[config.mk]
export PLATFORM = sky130hd
export DESIGN_NAME = sample_fifo_host
export DESIGN_NICKNAME = d
export VERILOG_FILES = /design/src/rtl/sfh_pkg.sv /design/src/rtl/sfh_start_sync.sv /design/src/rtl/sfh_conv_model.sv /design/src/rtl/sfh_fifo.sv /design/src/rtl/sfh_host_port.sv /design/src/rtl/sample_fifo_host.sv
export SDC_FILE = /design/constraint.sdc
export NUM_CORES = 1
export LEC_CHECK = 0
export BUFFER_PORTS_ARGS = -buffer_cell sky130_fd_sc_hd__clkbuf_2
export CAP_MARGIN = 20
export CELL_PAD_IN_SITES_DETAIL_PLACEMENT = 1
export CELL_PAD_IN_SITES_GLOBAL_PLACEMENT = 1
export CORE_ASPECT_RATIO = 0.75
export CORE_MARGIN = 2
export CORE_UTILIZATION = 54
export CTS_CLUSTER_DIAMETER = 150
export DETAILED_ROUTE_END_ITERATION = 7
export PLACE_DENSITY = 0.95
export SYNTH_ARGS = -nofsm -noshare
export SYNTH_HDL_FRONTEND = slang
export SYNTH_SLANG_ARGS = --single-unit
export TNS_END_PERCENT = 100
[constraint.sdc]
create_clock -name clk -period 6.5 [get_ports clk]
set_input_delay 0.975 -clock clk [delete_from_list [all_inputs] [get_ports clk]]
set_output_delay 0.975 -clock clk [all_outputs]
set_load 0.01 [all_outputs]
[src/rtl/sfh_pkg.sv]
`timescale 1ns/1ps
package sfh_pkg;
    localparam int WORD_W        = 12;
    localparam int PTR_W         = 3;
    localparam int DEPTH         = 1 << PTR_W;
    localparam int CNT_W         = PTR_W + 1;
    localparam int HOST_IN_W     = 8;
    localparam int CTL_ALLOW_BIT = 5;
    localparam int CTL_FORCE_BIT = 7;

    typedef logic [WORD_W-1:0] word_t;
    typedef logic [CNT_W-1:0]  cnt_t;
    typedef logic [PTR_W-1:0]  ptr_t;

    localparam word_t FILL_WORD = word_t'(1) << (WORD_W - 1);

    typedef enum logic [1:0] {
        CV_IDLE = 2'd0,
        CV_HOLD = 2'd1,
        CV_CONV = 2'd2
    } conv_state_e;

    typedef struct packed {
        ptr_t thr;
        logic allow_busy_rd;
    } ctrl_t;

    typedef struct packed {
        logic busy;
        ptr_t thr;
        logic rsvd;
        logic empty;
        logic allow_busy_rd;
        logic overflow;
        logic full;
        ptr_t cnt_lo;
    } status_t;

    function automatic cnt_t thr_level(ptr_t field);
        return (field == '0) ? cnt_t'(DEPTH) : cnt_t'(field);
    endfunction

    function automatic word_t pack_status(logic busy, ctrl_t c, cnt_t cnt, logic ovf);
        status_t s;
        s.busy          = busy;
        s.thr           = c.thr;
        s.rsvd          = 1'b0;
        s.empty         = (cnt == '0);
        s.allow_busy_rd = c.allow_busy_rd;
        s.overflow      = ovf;
        s.full          = (cnt == cnt_t'(DEPTH));
        s.cnt_lo        = cnt[PTR_W-1:0];
        return word_t'(s);
    endfunction
endpackage

[src/rtl/sfh_start_sync.sv]
`timescale 1ns/1ps
module sfh_start_sync #(
    parameter int STAGES = 2
) (
    input  logic clk,
    input  logic rst,
    input  logic async_in,
    output logic rise
);
    logic [STAGES:0] chain;

    always_ff @(posedge clk) begin
        if (rst) chain <= '0;
        else     chain <= {chain[STAGES-1:0], async_in};
    end

    assign rise = chain[STAGES-1] & ~chain[STAGES];

    // one edge yields a single-cycle start request
    p_rise_single_r5: assert property (@(posedge clk) disable iff (rst)
        rise |=> !rise);
endmodule

[src/rtl/sfh_conv_model.sv]
`timescale 1ns/1ps
module sfh_conv_model import sfh_pkg::*; #(
    parameter int    HOLD_CYC = 4,
    parameter int    CONV_CYC = 10,
    parameter word_t STEP     = 12'h155
) (
    input  logic  clk,
    input  logic  rst,
    input  logic  start_rise,
    output logic  busy,
    output logic  eoc,
    output word_t result
);
    localparam int LONGEST = (HOLD_CYC > CONV_CYC) ? HOLD_CYC : CONV_CYC;
    localparam int CYC_W   = $clog2(LONGEST + 1);

    conv_state_e      st;
    logic [CYC_W-1:0] cyc;
    word_t            acc;
    logic             last_cyc;

    assign last_cyc = (st == CV_HOLD) ? (cyc == CYC_W'(HOLD_CYC - 1))
                                      : (cyc == CYC_W'(CONV_CYC - 1));

    always_ff @(posedge clk) begin
        if (rst) begin
            st  <= CV_IDLE;
            cyc <= '0;
            acc <= '0;
        end else begin
            case (st)
                CV_IDLE: begin
                    cyc <= '0;
                    if (start_rise) st <= CV_HOLD;
                end
                CV_HOLD: begin
                    if (last_cyc) begin
                        st  <= CV_CONV;
                        cyc <= '0;
                    end else begin
                        cyc <= cyc + 1'b1;
                    end
                end
                CV_CONV: begin
                    if (last_cyc) begin
                        st  <= CV_IDLE;
                        cyc <= '0;
                        acc <= acc + STEP;
                    end else begin
                        cyc <= cyc + 1'b1;
                    end
                end
                default: st <= CV_IDLE;
            endcase
        end
    end

    assign busy   = (st == CV_HOLD);
    assign eoc    = (st == CV_CONV) && last_cyc;
    assign result = acc + STEP;

    // busy only begins on a synchronised start edge
    p_busy_from_rise_r5: assert property (@(posedge clk) disable iff (rst)
        $rose(busy) |-> $past(start_rise));
    // the hold phase always hands over to conversion
    p_hold_to_conv_r6: assert property (@(posedge clk) disable iff (rst)
        $fell(busy) |-> (st == CV_CONV));
    // end of conversion returns to idle without busy
    p_eoc_to_idle_r6: assert property (@(posedge clk) disable iff (rst)
        eoc |=> (!busy && !eoc));
endmodule

[src/rtl/sfh_fifo.sv]
`timescale 1ns/1ps
module sfh_fifo import sfh_pkg::*; (
    input  logic  clk,
    input  logic  rst,
    input  logic  push,
    input  word_t push_word,
    input  logic  pop,
    output word_t head,
    output cnt_t  count,
    output cnt_t  count_nxt,
    output logic  overflow
);
    word_t mem [DEPTH];
    ptr_t  wp, rp;
    cnt_t  cnt_q;
    word_t last_q;
    logic  ovf_q;
    logic  full, empty, accept, take;

    assign full      = (cnt_q == cnt_t'(DEPTH));
    assign empty     = (cnt_q == '0);
    assign accept    = push && (!full || pop);
    assign take      = pop && !empty;
    assign count_nxt = cnt_q + cnt_t'(accept) - cnt_t'(take);

    always_ff @(posedge clk) begin
        if (rst) begin
            for (int i = 0; i < DEPTH; i++) mem[i] <= FILL_WORD;
            wp     <= '0;
            rp     <= '0;
            cnt_q  <= '0;
            last_q <= FILL_WORD;
            ovf_q  <= 1'b0;
        end else begin
            if (accept) begin
                mem[wp] <= push_word;
                wp      <= wp + 1'b1;
            end
            if (take) begin
                rp     <= rp + 1'b1;
                last_q <= mem[rp];
            end
            cnt_q <= count_nxt;
            if (push && !accept) ovf_q <= 1'b1;
        end
    end

    assign head     = empty ? last_q : mem[rp];
    assign count    = cnt_q;
    assign overflow = ovf_q;

    // the count never passes the depth
    p_count_bound_r7: assert property (@(posedge clk) disable iff (rst)
        cnt_q <= cnt_t'(DEPTH));
    // a dropped result raises the overflow flag
    p_no_overflow_r8: assert property (@(posedge clk) disable iff (rst)
        (push && full && !pop) |=> overflow);
    // overflow is sticky
    p_ovf_sticky_r8: assert property (@(posedge clk) disable iff (rst)
        overflow |=> overflow);
    // popping an empty FIFO keeps it empty
    p_empty_pop_r9: assert property (@(posedge clk) disable iff (rst)
        (pop && empty && !push) |=> (count == '0));
endmodule

[src/rtl/sfh_host_port.sv]
`timescale 1ns/1ps
module sfh_host_port import sfh_pkg::*; (
    input  logic                 clk,
    input  logic                 rst,
    input  logic                 cs_n,
    input  logic                 wr_n,
    input  logic                 rd_n,
    input  logic                 addr_sel,
    input  logic [HOST_IN_W-1:0] din,
    input  logic                 busy,
    output ctrl_t                ctrl,
    output logic                 force_flag,
    output logic                 pop,
    output logic                 drive_en
);
    logic  rd_act, wr_act, rd_act_q, rd_sel_q;
    ctrl_t ctrl_q;
    logic  unused_din_bits;

    assign rd_act = !cs_n && !rd_n;
    assign wr_act = !cs_n && !wr_n && addr_sel;

    always_ff @(posedge clk) begin
        if (rst) begin
            rd_act_q <= 1'b0;
            rd_sel_q <= 1'b0;
            ctrl_q   <= '0;
        end else begin
            rd_act_q <= rd_act;
            if (rd_act) rd_sel_q <= addr_sel;
            if (wr_act) begin
                ctrl_q.thr           <= din[PTR_W-1:0];
                ctrl_q.allow_busy_rd <= din[CTL_ALLOW_BIT];
            end
        end
    end

    assign ctrl       = ctrl_q;
    assign pop        = rd_act_q && !rd_act && !rd_sel_q;
    assign force_flag = wr_act && din[CTL_FORCE_BIT];
    assign drive_en   = rd_act && (!busy || ctrl_q.allow_busy_rd);

    assign unused_din_bits = ^{din[CTL_FORCE_BIT-1], din[CTL_ALLOW_BIT-1:PTR_W]};

    // control changes only after a qualified write
    p_ctrl_write_gate_r3: assert property (@(posedge clk) disable iff (rst)
        !$stable(ctrl_q) |-> $past(wr_act));
    // a pop follows the end of a read access
    p_pop_after_read_r7: assert property (@(posedge clk) disable iff (rst)
        pop |-> ($past(rd_act) && !rd_act));
endmodule

[src/rtl/sample_fifo_host.sv]
`timescale 1ns/1ps
module sample_fifo_host import sfh_pkg::*; #(
    parameter int    HOLD_CYC    = 4,
    parameter int    CONV_CYC    = 10,
    parameter word_t STEP        = 12'h155,
    parameter int    SYNC_STAGES = 2
) (
    input  logic                 clk,
    input  logic                 rst,
    input  logic                 conv_start,
    input  logic                 cs_n,
    input  logic                 wr_n,
    input  logic                 rd_n,
    input  logic                 addr_sel,
    input  logic [HOST_IN_W-1:0] host_din,
    output logic [WORD_W-1:0]    host_dout,
    output logic                 host_oe,
    output logic                 busy_n,
    output logic                 almost_full_n
);
    logic  start_rise, busy, eoc, pop, force_flag, ovf;
    word_t result, head;
    cnt_t  count, count_nxt, level;
    ctrl_t ctrl;
    logic  af_n_q, af_n_nxt;

    sfh_start_sync #(.STAGES(SYNC_STAGES)) u_sync (
        .clk(clk), .rst(rst), .async_in(conv_start), .rise(start_rise)
    );

    sfh_conv_model #(.HOLD_CYC(HOLD_CYC), .CONV_CYC(CONV_CYC), .STEP(STEP)) u_conv (
        .clk(clk), .rst(rst), .start_rise(start_rise),
        .busy(busy), .eoc(eoc), .result(result)
    );

    sfh_fifo u_fifo (
        .clk(clk), .rst(rst), .push(eoc), .push_word(result), .pop(pop),
        .head(head), .count(count), .count_nxt(count_nxt), .overflow(ovf)
    );

    sfh_host_port u_port (
        .clk(clk), .rst(rst), .cs_n(cs_n), .wr_n(wr_n), .rd_n(rd_n),
        .addr_sel(addr_sel), .din(host_din), .busy(busy),
        .ctrl(ctrl), .force_flag(force_flag), .pop(pop), .drive_en(host_oe)
    );

    assign level = thr_level(ctrl.thr);

    always_comb begin
        af_n_nxt = af_n_q;
        if (eoc)                           af_n_nxt = !(count_nxt >= level);
        else if (pop && count_nxt < level) af_n_nxt = 1'b1;
        if (force_flag)                    af_n_nxt = 1'b1;
    end

    always_ff @(posedge clk) begin
        if (rst) af_n_q <= 1'b1;
        else     af_n_q <= af_n_nxt;
    end

    assign almost_full_n = af_n_q;
    assign busy_n        = !busy;
    assign host_dout     = addr_sel ? pack_status(busy, ctrl, count, ovf) : head;

    // the flag only goes active at an end of conversion
    p_flag_fall_eoc_r10: assert property (@(posedge clk) disable iff (rst)
        $fell(almost_full_n) |-> $past(eoc));
    // the flag clears only through a conversion, a read or a forced write
    p_flag_rise_cause_r11: assert property (@(posedge clk) disable iff (rst)
        $rose(almost_full_n) |-> $past(eoc || pop || force_flag));
    // the drivers never enable without both strobes
    p_oe_strobes_r4: assert property (@(posedge clk) disable iff (rst)
        host_oe |-> (!cs_n && !rd_n));
endmodule

=== Word-level counts from Yosys, hierarchy flattened ===
Memories as Yosys holds them, arrays and structs flattened. A register that Yosys moved wholly into a read port is not among the register bits.
Cells that the tools add are included.
W data, S select, Z words.

* Register bits: 51
* Bits in writable memories: 96
* Input port bits: 15
* Output and inout port bits: 15
* Word-level logic and storage cells: 89
* Memories kept: 1

* Add/sub/neg operators: 6
* $lt $le $gt $ge: 2
* Equal/unequal tests: 8
* Mux-type cells: 22
* Bitwise gates (word level): 2
* Reductions and logical operators: 34

{| class="wikitable"
|+ Memory list
! memory !! words !! bits a word !! read ports !! clocked after Yosys merged registers in !! wr ports !! RTL line !! source
|-
| u_fifo.mem || 8 || 12 || 1 || 1 || 8 || sfh_fifo.sv:13 || <nowiki>word_t mem [DEPTH];</nowiki>
|}

{| class="wikitable"
|+ Operator list
! kind !! count
|-
| $mux W12 || 3
|-
| $add A12 B9 Y12 const B || 1
|-
| $logic_and A1 B1 Y1 || 12
|-
| $reduce_or A12 Y1 || 1
|-
| $logic_not A1 Y1 || 10
|-
| $mux W1 || 9
|-
| $mux W3 || 3
|-
| $eq A4 B4 Y1 const B || 2
|-
| $mux W4 || 2
|-
| $pmux W4 S2 || 1
|-
| $add A3 B1 Y3 const B || 2
|-
| $mux W2 || 3
|-
| $pmux W2 S3 || 1
|-
| $add A4 B1 Y4 || 1
|-
| $add A4 B1 Y4 const B || 1
|-
| $eq A4 B2 Y1 const B || 1
|-
| $ge A4 B4 Y1 || 1
|-
| $logic_not A4 Y1 || 1
|-
| $lt A4 B4 Y1 || 1
|-
| $ne A2 B1 Y1 const B || 2
|-
| $reduce_bool A2 Y1 || 2
|-
| $reduce_or A2 Y1 || 2
|-
| $sub A4 B1 Y4 || 1
|-
| $logic_not A3 Y1 || 1
|-
| 9 further kinds || 10
|}

=== Longest topological paths before layout ===
Gate-level depths: netlist of the first run.

* Depth after elaboration: 13
* Mapped depth: 17
* Depth with buffers taken out: 15

=== Cells and area by module ===
A second synthesis of the first run with hierarchy kept.

* Cell total of the unflattened synthesis: 650
* Area total of the unflattened synthesis: 7425.9 sq um

{| class="wikitable"
|+ By module, submodules not included
! module !! instances !! cells an instance !! area each (sq um) !! seq. area each (sq um)
|-
| sfh_fifo || 1 || 443 || 5621.6 || 3403.3
|-
| sfh_conv_model || 1 || 134 || 1118.6 || 360.3
|-
| sample_fifo_host || 1 || 37 || 312.8 || 20.0
|-
| sfh_host_port || 1 || 29 || 285.3 || 120.1
|-
| sfh_start_sync || 1 || 7 || 87.6 || 60.1
|}

=== Worst setup path after synthesis of the first run ===
No wires, ideal clock.

* Path type: input to register
* Start point: in cs_n
* End point: reg af_n_q (netlist: almost_full_n)
* Library setup time: 0.101 ns
* Arrival: 3.818 ns
* Required time: 6.399 ns
* Path slack: 2.581 ns
* Stages: 14
* Path buffers: 2
* Cells stage by stage: nor2_1 -> or3_1 -> clkbuf_1 -> clkinv_1 -> buf_1 -> ha_1 -> inv_1 -> ha_1 -> fa_1 -> ha_1 -> nor2b_1 -> o21a_1 -> o21a_1 -> o41ai_1

* Elaborated cells between the ends (all ways): 20
* Classes of those cells: 2 x add/sub; 2 x order compare; 1 x mux; 15 x reduce/logical

{| class="wikitable"
|+ RTL lines
! what !! RTL line !! source
|-
| start: declaration || sample_fifo_host.sv:11 || <nowiki>input logic cs_n,</nowiki>
|-
| $logic_not A1 Y1 * || sfh_host_port.sv:20 || <nowiki>assign rd_act = !cs_n && !rd_n;</nowiki>
|-
| $logic_and A1 B1 Y1 * || sfh_host_port.sv:20 ||
|-
| $logic_not A1 Y1 * || sfh_host_port.sv:39 || <nowiki>assign pop = rd_act_q && !rd_act && !rd_sel_q;</nowiki>
|-
| $logic_and A1 B1 Y1 * (2 in series) || sfh_host_port.sv:39 ||
|-
| $logic_and A1 B1 Y1 * || sfh_fifo.sv:23 || <nowiki>assign take = pop && !empty;</nowiki>
|-
| named net u_fifo.take || sfh_fifo.sv:18 || <nowiki>logic full, empty, accept, take;</nowiki>
|-
| $sub A4 B1 Y4 * || sfh_fifo.sv:24 || <nowiki>assign count_nxt = cnt_q + cnt_t'(accept) - cnt_t'(take);</nowiki>
|-
| named net count_nxt[1] || sample_fifo_host.sv:23 || <nowiki>cnt_t count, count_nxt, level;</nowiki>
|-
| $ge A4 B4 Y1 or $lt A4 B4 Y1 (tied branches) || sample_fifo_host.sv:51, sample_fifo_host.sv:52 ||
|-
| $logic_not A1 Y1 or $logic_and A1 B1 Y1 (tied branches) || sample_fifo_host.sv:51, sample_fifo_host.sv:52 ||
|-
| $mux W1 or $reduce_bool A2 Y1 (tied branches) || -- ||
|-
| end signal: assignment || sample_fifo_host.sv:58 || <nowiki>else af_n_q <= af_n_nxt;</nowiki>
|-
| end: declaration || sample_fifo_host.sv:25 || <nowiki>logic af_n_q, af_n_nxt;</nowiki>
|}

Mark *: on every way through the listed nets, which the timed path passes. The rest lies on a longest branch.
A chain may end at the register's enable or synchronous reset.

=== Worst setup path after layout of the first run ===
* Start point: in cs_n
* End point: reg af_n_q (netlist: almost_full_n)

* Cells in the longest elaborated chain, start to end: 12
* Elaborated cells between the ends (all ways): 20
* Classes of those cells: 2 x add/sub; 2 x order compare; 1 x mux; 15 x reduce/logical

{| class="wikitable"
|+ RTL lines
! what !! RTL line !! source
|-
| $logic_not A1 Y1 * || sfh_host_port.sv:20 ||
|-
| $logic_and A1 B1 Y1 * || sfh_host_port.sv:20 ||
|-
| $logic_not A1 Y1 * || sfh_host_port.sv:39 ||
|-
| $logic_and A1 B1 Y1 * (2 in series) || sfh_host_port.sv:39 ||
|-
| $logic_or A1 B1 Y1 || sfh_fifo.sv:22 || <nowiki>assign accept = push && (!full || pop);</nowiki>
|-
| $logic_and A1 B1 Y1 || sfh_fifo.sv:22 ||
|-
| $add A4 B1 Y4 || sfh_fifo.sv:24 ||
|-
| $sub A4 B1 Y4 * || sfh_fifo.sv:24 ||
|-
| named net count_nxt[1] || sample_fifo_host.sv:23 ||
|-
| $ge A4 B4 Y1 or $lt A4 B4 Y1 (tied branches) || sample_fifo_host.sv:51, sample_fifo_host.sv:52 ||
|-
| $logic_not A1 Y1 or $logic_and A1 B1 Y1 (tied branches) || sample_fifo_host.sv:51, sample_fifo_host.sv:52 ||
|-
| $mux W1 or $reduce_bool A2 Y1 (tied branches) || -- ||
|}

Marks and branches as above.

==> results of run 1 <==
## metal layers
layer | GRT usage [%] | up-vias | part of all wire (%) | routed length, um
li1 | - | 2298 | - | -
met4 | 16.0 | 0 | 4.0 | 792
met2 | 53.6 | 201 | 51 | 10100
met1 | 35.6 | 2590 | 39 | 7720
met3 | 8.31 | 58 | 6.6 | 1310
met5 | 0 | - | 0 | 0
## Yosys cell counts, drive strengths merged, types with 5 or more instances
library cell  number  area share (%)
a21o               5            0.53
nor3              46             3.3
o21a               7            0.74
or3                6            0.53
xnor2              7            0.87
nor3b              5            0.53
nand2             21             1.1
a211oi            14             1.6
edfxtp            96              41
o21ai             19             1.3
inv               20             1.1
mux2              14             2.2
nand4             10            0.88
nor2             117             6.2
ha                18             3.2
a21oi             34             2.5
nand2b            11            0.97
xor2               6            0.74
clkbuf            26             1.4
nor2b              9            0.80
dfxtp             54              15
buf               12            0.94
nand3              6            0.42
mux2i              5            0.71
mux4              24             7.6
## state kept, by name (all words and copies together) (netlist names), named ones only
signal	cells
u_fifo.rp	3
u_conv.acc	12
u_port.rd_sel_q	1
u_fifo.overflow	1
u_conv.st	2
almost_full_n	1
u_fifo.wp	3
u_fifo.mem	96
u_port.ctrl	4
u_fifo.count	4
u_sync.chain	3
u_port.rd_act_q	1
u_conv.cyc	4
u_fifo.last_q	12
## placed cells by master (no fill, tap or decap), drive strengths merged, types with 3 or more instances in the layout
master and instances:
nor2 117, a21oi 34, or3 6, dfxtp 54
nor2b 9, and2 4, a211oi 14, nand3 6
nand2b 11, xnor2 7, ha 18, clkinv 4
o21ai 19, inv 22, xor2 6, o21a 7
mux4 24, a21o 5, mux2i 5, clkbuf 53
nor3b 5, nand2 21, nand4 10, edfxtp 96
buf 5, nand3b 3, nor3 46, mux2 14
## logic make-up (layout without fill, tap and decap cells)
| family | Yosys count | in the layout |
|---|---|---|
| muxes | 43 | 43 |
| adders and majority gates | 19 | 19 |
| buffers and inverters | 59 | 84 |
| DFF | 150 | 150 |
| AOI/OAI and AO/OA | 94 | 94 |
| xor gates and xnor gates | 13 | 13 |
| and+or+nand+nor | 246 | 246 |
## area by class of cell
class                           count  area [um^2]  area share, %
Sequential cell                   150         3960           50.3
Multi-Input combinational cell    415         2860           36.4
Clock buffer                       27          557           7.07
Tap cell                          171          214           2.72
Timing Repair Buffer               31          165           2.10
Inverter                           21         78.8           1.00
Clock inverter                      5         31.3          0.397
## critical path: cells and delay by family
kind | cells | cell delay (ns)
compound gates | 3 | 0.56
fa+ha+maj | 4 | 1.54
buf+inv | 3 | 0.82
simple gates | 3 | 0.99
## power by group through the flow
stage / Combinational (mW) / Sequential, mW / Clock (mW)
finish: 0.322 / 1.06 / 0.976
global route: 0.352 / 1.06 / 1.01
CTS: 0.319 / 1.06 / 0.976
detailed placement: 0.313 / 1.08 / 0
global placement: 0.291 / 1.07 / 0
floorplan: 0.212 / 1.07 / 0
## stage by stage
stage               util [%]  power [mW]  worst slack, ns
floorplan                  -        1.28             2.58
global placement        56.5        1.36             1.86
detailed placement      56.5        1.39             1.62
CTS                     61.1        2.35             2.02
global route            61.1        2.42             1.67
finish                  61.1        2.36             1.93
## worst max path at each step
stage	endpoint	cells after the start
2_1_floorplan	almost_full_n$_SDFFE_PP1P_	14
3_3_place_gp	almost_full_n$_SDFFE_PP1P_	13
3_5_place_dp	almost_full_n$_SDFFE_PP1P_	13
4_1_cts	almost_full_n$_SDFFE_PP1P_	13
5_1_grt	almost_full_n$_SDFFE_PP1P_	13
6_report	almost_full_n$_SDFFE_PP1P_	13
==> summary by stage, run 1 <==
CTS
TritonCTS built the clock tree. The clock insertion delay at the later pin of the skew report is 0.44 ns. Clock tree synthesis found a total of 150 sinks.

Once the clock tree was built, the setup fixing pass inserted 0 buffers. The buffer cell driving the clock tree root is sky130_fd_sc_hd__clkbuf_16. The H-tree level count is 4. No sink is reached through more buffers than the 2 on the longest clock path. Clock-pin slew was measured on the worst setup and hold paths at 0.06 ns. The number of buffers created by CTS is 17. In this run, post-CTS repair resized a total of 0 instances. For this design, the CTS-stage hold fixing added 0 buffers.

Power and ir drop
The proportion of total power due to net switching is 25.8%. Combinational cells account for 13.7% of the total power. The internal power contribution is 1.75 mW. The power per unit of standard cell area is 299 nW/um^2. The sequential power share is 44.9%.

In this run the power spent charging and discharging nets is 0.608 mW. The clock share of power is 41.4%. The reported leakage power is 2.74 nW. VDD sags by at most 0.238 mV.

Yosys
The average instance area after synthesis is 11.3 um^2. Sequential elements use 56.1% of the synthesized area. After synthesis, the largest family of logic cells by area is simple AND/OR/NAND/NOR gates. During synthesis, Yosys emitted a total of 0 warnings. The synthesized-area fraction occupied by xor and xnor cells is 1.61%. After synthesis, the share of flip-flops with an asynchronous set or reset is 0%. The most frequently used flop master after synthesis is sky130_fd_sc_hd__edfxtp_1.

The netlist area before placement is 7070 um^2. The synthesized netlist devotes 3.47% of its cell area to adder and majority cells. The post-synthesis cell type count is 52.

The net count of the mapped netlist is 658. Of the post-synthesis cell area, the part taken by muxes is 10.6%. The count of state elements after synthesis is 150. The share of synthesized cell area in and, or, nand and nor gates is 16.5%. The number of enable flip-flop cells after synthesis is 96. The synthesized netlist devotes 8.39% of its cell area to compound gates. Synthesis handed over a netlist of 624 instances.

Route
After detailed routing, the number of remaining DRC violations is 0. The via total after detailed routing is 5147. The per-cell via count in the routed design is 6.28. After detailed routing, the total wire length is 19900 um. Dividing the detail-routed wire length by the instance count gives 24.3 um. The first detailed-routing pass took 5 iterations. After the first detailed-routing iteration, the DRC count stood at 369. The number of antenna-violating nets in the routed design is 0.

Min path
The classification of the worst-slack hold path is register to register. In this run the most critical hold path is launched from u_sync.chain[0]$_SDFF_PP0_. For hold timing, the worst endpoint is u_sync.chain[1]$_SDFF_PP0_. Along the worst hold path, the cell count comes to 1.

Run status
The run finished with clean final reports.

STA
The clock arrives with 0.0108 ns of skew. The portion of the clock cycle consumed by the worst path in the final layout is 70.3%. The count of final hold-check violations was 0. The transition at the pin with the smallest max-transition slack is 1.11 ns. The number of endpoints failing setup at the final stage is 0.

The minimum hold slack is 0.464 ns. Derived from the worst setup path, the maximum achievable clock frequency is 219 MHz. The final max-slew violation count is 0. Adding up every negative setup slack in the final design gives 0 ns.

Setup repair after global routing left no endpoint under its margin. In this run the tightest slew margin relative to its limit is 25.5%. The time the final worst path needs with I/O delays and setup is 4.57 ns.

Floorplan
The die is 103 um tall. The area of the placeable core is 12900 um^2. Once the floorplan was initialized, standard cells occupied 54.9% of the core. The die covers 14000 um^2. In this run the count of I/O pins placed on the die edge is 30. The width of the die is 136 um. Row generation in the floorplan step produced 36 rows.

Worst setup path
The capturing point of the worst reg2reg path is almost_full_n$_SDFFE_PP1P_. The maximum net fanout on the critical path is 16. The first element of the critical path is cs_n. The endpoint required time on the critical path is 6.83 ns. The capturing element type of the critical path is a register. The cell with the largest stage delay on the worst path is sky130_fd_sc_hd__clkinv_1. The number of cell instances on the worst register-to-register path is 15. Setup slack on the worst reg-to-reg path comes out at 1.96 ns. The startpoint kind of the worst setup timing path is an input port. Data arrives at the worst endpoint at 4.90 ns. On the worst path, the slowest cell contributes a delay of 0.67 ns. The signal on the critical path passes through clkbuf_2, nor2_1, or3_1, clkinv_1, ha_1, inv_1, ha_1, fa_1, ha_1, nor2b_1, o21a_1, o21a_1, o41ai_1. The worst setup path is of the input port to register kind. The cell with the most instances on the worst path is sky130_fd_sc_hd__ha_1. In this run the critical register-to-register path is launched from u_fifo.count[2]$_SDFF_PP0_.

Global route
The first global-routing pass estimated 30900 um of wire. Entering global routing, the biggest net connects 55 pins. The via count of the first global-routing pass is 5455. The overall routing resource usage is 30.9%. The number of antenna violations at the first check in global routing is 0.

The overflow left after global routing is 0.

Place
The half-perimeter wire length after detailed placement is 13200 um. The placed instance area is 7280 um^2. The placed cell count is 787. The number of port buffers is 26. Routability-driven placement finished with a final weighted congestion of 0.797.

Finish
The layout overhead on the synthesized area is 11.4%. The final layout net count is 670. The share of final-layout standard cells stronger than drive strength 1 is 16.0%. After filler insertion, the fill cell instance count of the layout stands at 1368.

The finished layout holds 820 standard cells, fillers aside. The cell area after layout is 7870 um^2. The count of inserted antenna diode cells is 0.

Job
The count of maximum capacitance violations is 0.
Power figures use the tool's default switching activity.
==> run 2, diff against run 1 <==
- CORE_UTILIZATION: 54 -> 45
- PLACE_DENSITY: 0.95 -> 0.86
- clock period: 6.5 -> 4 ns (I/O delays scaled with it)
==> run 2 against run 1 <==
- cell count rose by 5.6%
- register-to-register slack got worse by 1.4 ns
- flip-flop and latch count unchanged
- core utilization decreased by 8.7 points
- first-iteration DRC count down 1.4%
- clock skew is 0.00087 ns higher
- sequential power rose by 62%
- setup slack got worse by 1.4 ns
- largest power group unchanged
- worst hold slack got worse by 0.089 ns
- power is 64% higher
- highest routed layer unchanged
- critical path depth decreased by 1
==> summary by stage, run 2 (synthesis results as in run 1) <==
Worst setup path
The maximum net fanout on the critical path was 6 (-10). The endpoint required time on the critical path is 4.33 ns (-2.50 ns). The worst-case register-to-register setup slack is 0.52 ns (-1.44 ns).

The arrival time at the worst endpoint is 3.80 ns (-1.10 ns). The critical path is of the register to register type. The startpoint kind of the worst setup timing path is a register. STA classifies the critical path endpoint as a register.

CTS
The TritonCTS clock tree is yes. The number of buffers created by CTS came to 17 (unchanged). The clock sink total came to 150 (unchanged). The clock insertion delay at the later pin of the skew report is 0.43 ns (about the same). The quantity of hold-fixing buffers added after cts came to 0 (unchanged). In this run the clock root is driven by a sky130_fd_sc_hd__clkbuf_16.

The H-tree level count is 4 (unchanged). The post-CTS clock slew at the launch and capture registers of the worst setup and hold paths is 0.06 ns (about the same). The setup fix buffers added after clock tree synthesis is 0 (unchanged). The number of cells upsized or downsized after cts is 0 (unchanged). The maximum count of clock buffers along a single path is 2 (unchanged).

Place
The number of port buffers is 26 (unchanged). The final weighted congestion of routability-driven global placement is 0.770 (-3.4%). The half-perimeter wire length after detailed placement is 12700 um (-4.2%).

The placed cell count was 833 (+5.8%). The placed instance area is 7410 um^2 (+1.8%).

STA
After layout, the worst path uses 87.0% of the clock period. Based on the critical path, the design can be clocked at up to 287 MHz. The number of endpoints failing setup at the final stage was 0 (unchanged). The remaining max-slew budget at the tightest pin was 35.8% (+10 points). Setup repair after global routing left no endpoint under its margin. The count of final hold-check violations came to 0 (unchanged).

The smallest clock period supported by the final layout is computed as 3.48 ns. The clock skew is 0.0117 ns (+0.000866 ns). The final max-slew violation count came to 0 (unchanged).

The total negative slack is 0 ns (unchanged). The transition at the pin with the smallest max-transition slack is 0.955 ns (-0.155 ns).

Run status
The flow ran to the end, and the final reports show no timing, DRC or antenna violations.

Power and ir drop
The power per unit of standard cell area is 482 nW/um^2 (+61%). The reported leakage power was 2.81 nW (+2.3%). The total power consumption of the routed design was 3.87 mW (+64%). The maximum ir drop on the vdd rail is 0.301 mV (+27%).

Job
The count of maximum capacitance violations is 0 (unchanged).

Floorplan
The row count is 39 (+8.3%). The initial standard-cell utilization of the core is 46.1% (-8.7 points). The area of the placeable core is 15300 um^2 (+19%). The number of ports placed on the die boundary is 30 (unchanged).

The die area is 16700 um^2 (+19%). The width of the die is 149 um (+9.3%). The vertical die dimension is 113 um (+9.2%).

Finish
The cell area after layout came to 8030 um^2 (+1.9%). The non-filler instance count after layout was 866 (+5.6%). The most frequent standard cell in the layout excluding fill and tap cells is sky130_fd_sc_hd__nor2_1. The final layout net count is 682 (+1.8%). The share of final-layout standard cells stronger than drive strength 1 came to 17.9% (+1.8 points).

The largest registers in the layout are u_fifo.mem x96, u_conv.acc x12, u_fifo.last_q x12. The number of flip-flops under the largest register name was 96 (unchanged). From synthesis to final layout, the design area changed by 13.5%. In the layout the commonest cells are sky130_fd_sc_hd__nor2_1, sky130_fd_sc_hd__edfxtp_1, sky130_fd_sc_hd__dfxtp_1. More flip-flops sit in one register than any other, and that register is u_fifo.mem.

The count of inserted antenna diode cells is 0 (unchanged).

Route
The DRC violation count after routing was 0 (unchanged). The wire length reported by the detailed router was 19700 um (-0.95%). The initial DRC count is 364 (-1.4%). The detailed-router iteration count before antenna repair was 5 (unchanged). The per-cell via count in the routed design came to 5.99 (-4.6%).

The via total after detailed routing was 5187 (+0.78%). The number of antenna-violating nets in the routed design was 0 (unchanged). The routed length per placed instance is 22.8 um (-6.2%).

Global route
The met2 usage in global routing is 41.6% (-12 points). The routing usage on met1 is 30.5% (-5.1 points). The overall routing resource usage is 24.6% (-6.2 points). The number of antenna violations at the first check in global routing is 0 (unchanged).

The layer with the highest usage is met2. The via count of the first global-routing pass came to 5568 (+2.1%). The pin count of the biggest net entering global routing is 54 (-1.8%). The first-pass GRT wire length came to 30800 um (-0.29%). The overflow left after global routing is 0 (unchanged). The met3 track demand over resource is 6.46% (-1.8 points).

Min path
The classification of the worst-slack hold path is input port to register.
## run 2: cell types whose count changed in the layout (fill, tap and decap cells not counted), sizes merged
cell	previous run	this run
buf	5	17
clkinv	4	5
inv	22	21
## run 2: layer usage
metal / part of all wire [%] / wire (um)
met3: 6.8 / 1340
met4: 2.1 / 423
met2: 50 / 9900
met5: 0 / 0
met1: 41 / 8060
## run 2: area by class of cell
| cell class | instances | area (um^2) |
|---|---|---|
| Clock buffer | 27 | 577 |
| Fill cell | 1630 | 7300 |
| Sequential cell | 150 | 3960 |
| Timing Repair Buffer | 43 | 255 |
| Multi-Input combinational cell | 415 | 2860 |
| Inverter | 21 | 78.8 |
| Tap cell | 205 | 256 |
| Clock inverter | 5 | 30.0 |
## run 2: path summary, 6_finish.rpt
path | start | endpoint | cells after the start
worst max register to register | u_conv.st[1]$_SDFFE_PP0P_ | almost_full_n$_SDFFE_PP1P_ | 12
worst min-delay path | rd_n | u_port.rd_act_q$_SDFF_PP0_ | 2
worst min register to register | u_sync.chain[0]$_SDFF_PP0_ | u_sync.chain[1]$_SDFF_PP0_ | 1
worst max-delay path | u_conv.st[1]$_SDFFE_PP0P_ | almost_full_n$_SDFFE_PP1P_ | 12
## run 2: where the power goes
part | internal (mW) | switching [mW]
Sequential | 1.69 | 0.0217
Clock | 0.988 | 0.641
Combinational | 0.198 | 0.326
## run 2: stage by stage
step | util [%] | hold slack, ns | worst slack (ns)
after floorplan | - | 0.414 | 0.456
after global placement | 48.4 | 0.425 | 0.673
after detailed placement | 48.4 | 0.429 | 0.519
after CTS | 52.3 | 0.363 | 0.524
after global routing | 52.4 | 0.380 | 0.271
final | 52.4 | 0.376 | 0.521
## run 2: worst max-delay path, cell delays in order, from the launching register on
cell	delay, ns
sky130_fd_sc_hd__dfxtp_1	0.37
sky130_fd_sc_hd__inv_1	0.09
sky130_fd_sc_hd__ha_1	0.27
sky130_fd_sc_hd__or3b_1	0.51
sky130_fd_sc_hd__a21o_1	0.26
sky130_fd_sc_hd__nor2_1	0.18
sky130_fd_sc_hd__ha_1	0.23
sky130_fd_sc_hd__fa_1	0.47
sky130_fd_sc_hd__ha_1	0.32
sky130_fd_sc_hd__nor2b_1	0.13
sky130_fd_sc_hd__o21a_1	0.16
sky130_fd_sc_hd__o21a_1	0.17
sky130_fd_sc_hd__o41ai_1	0.23
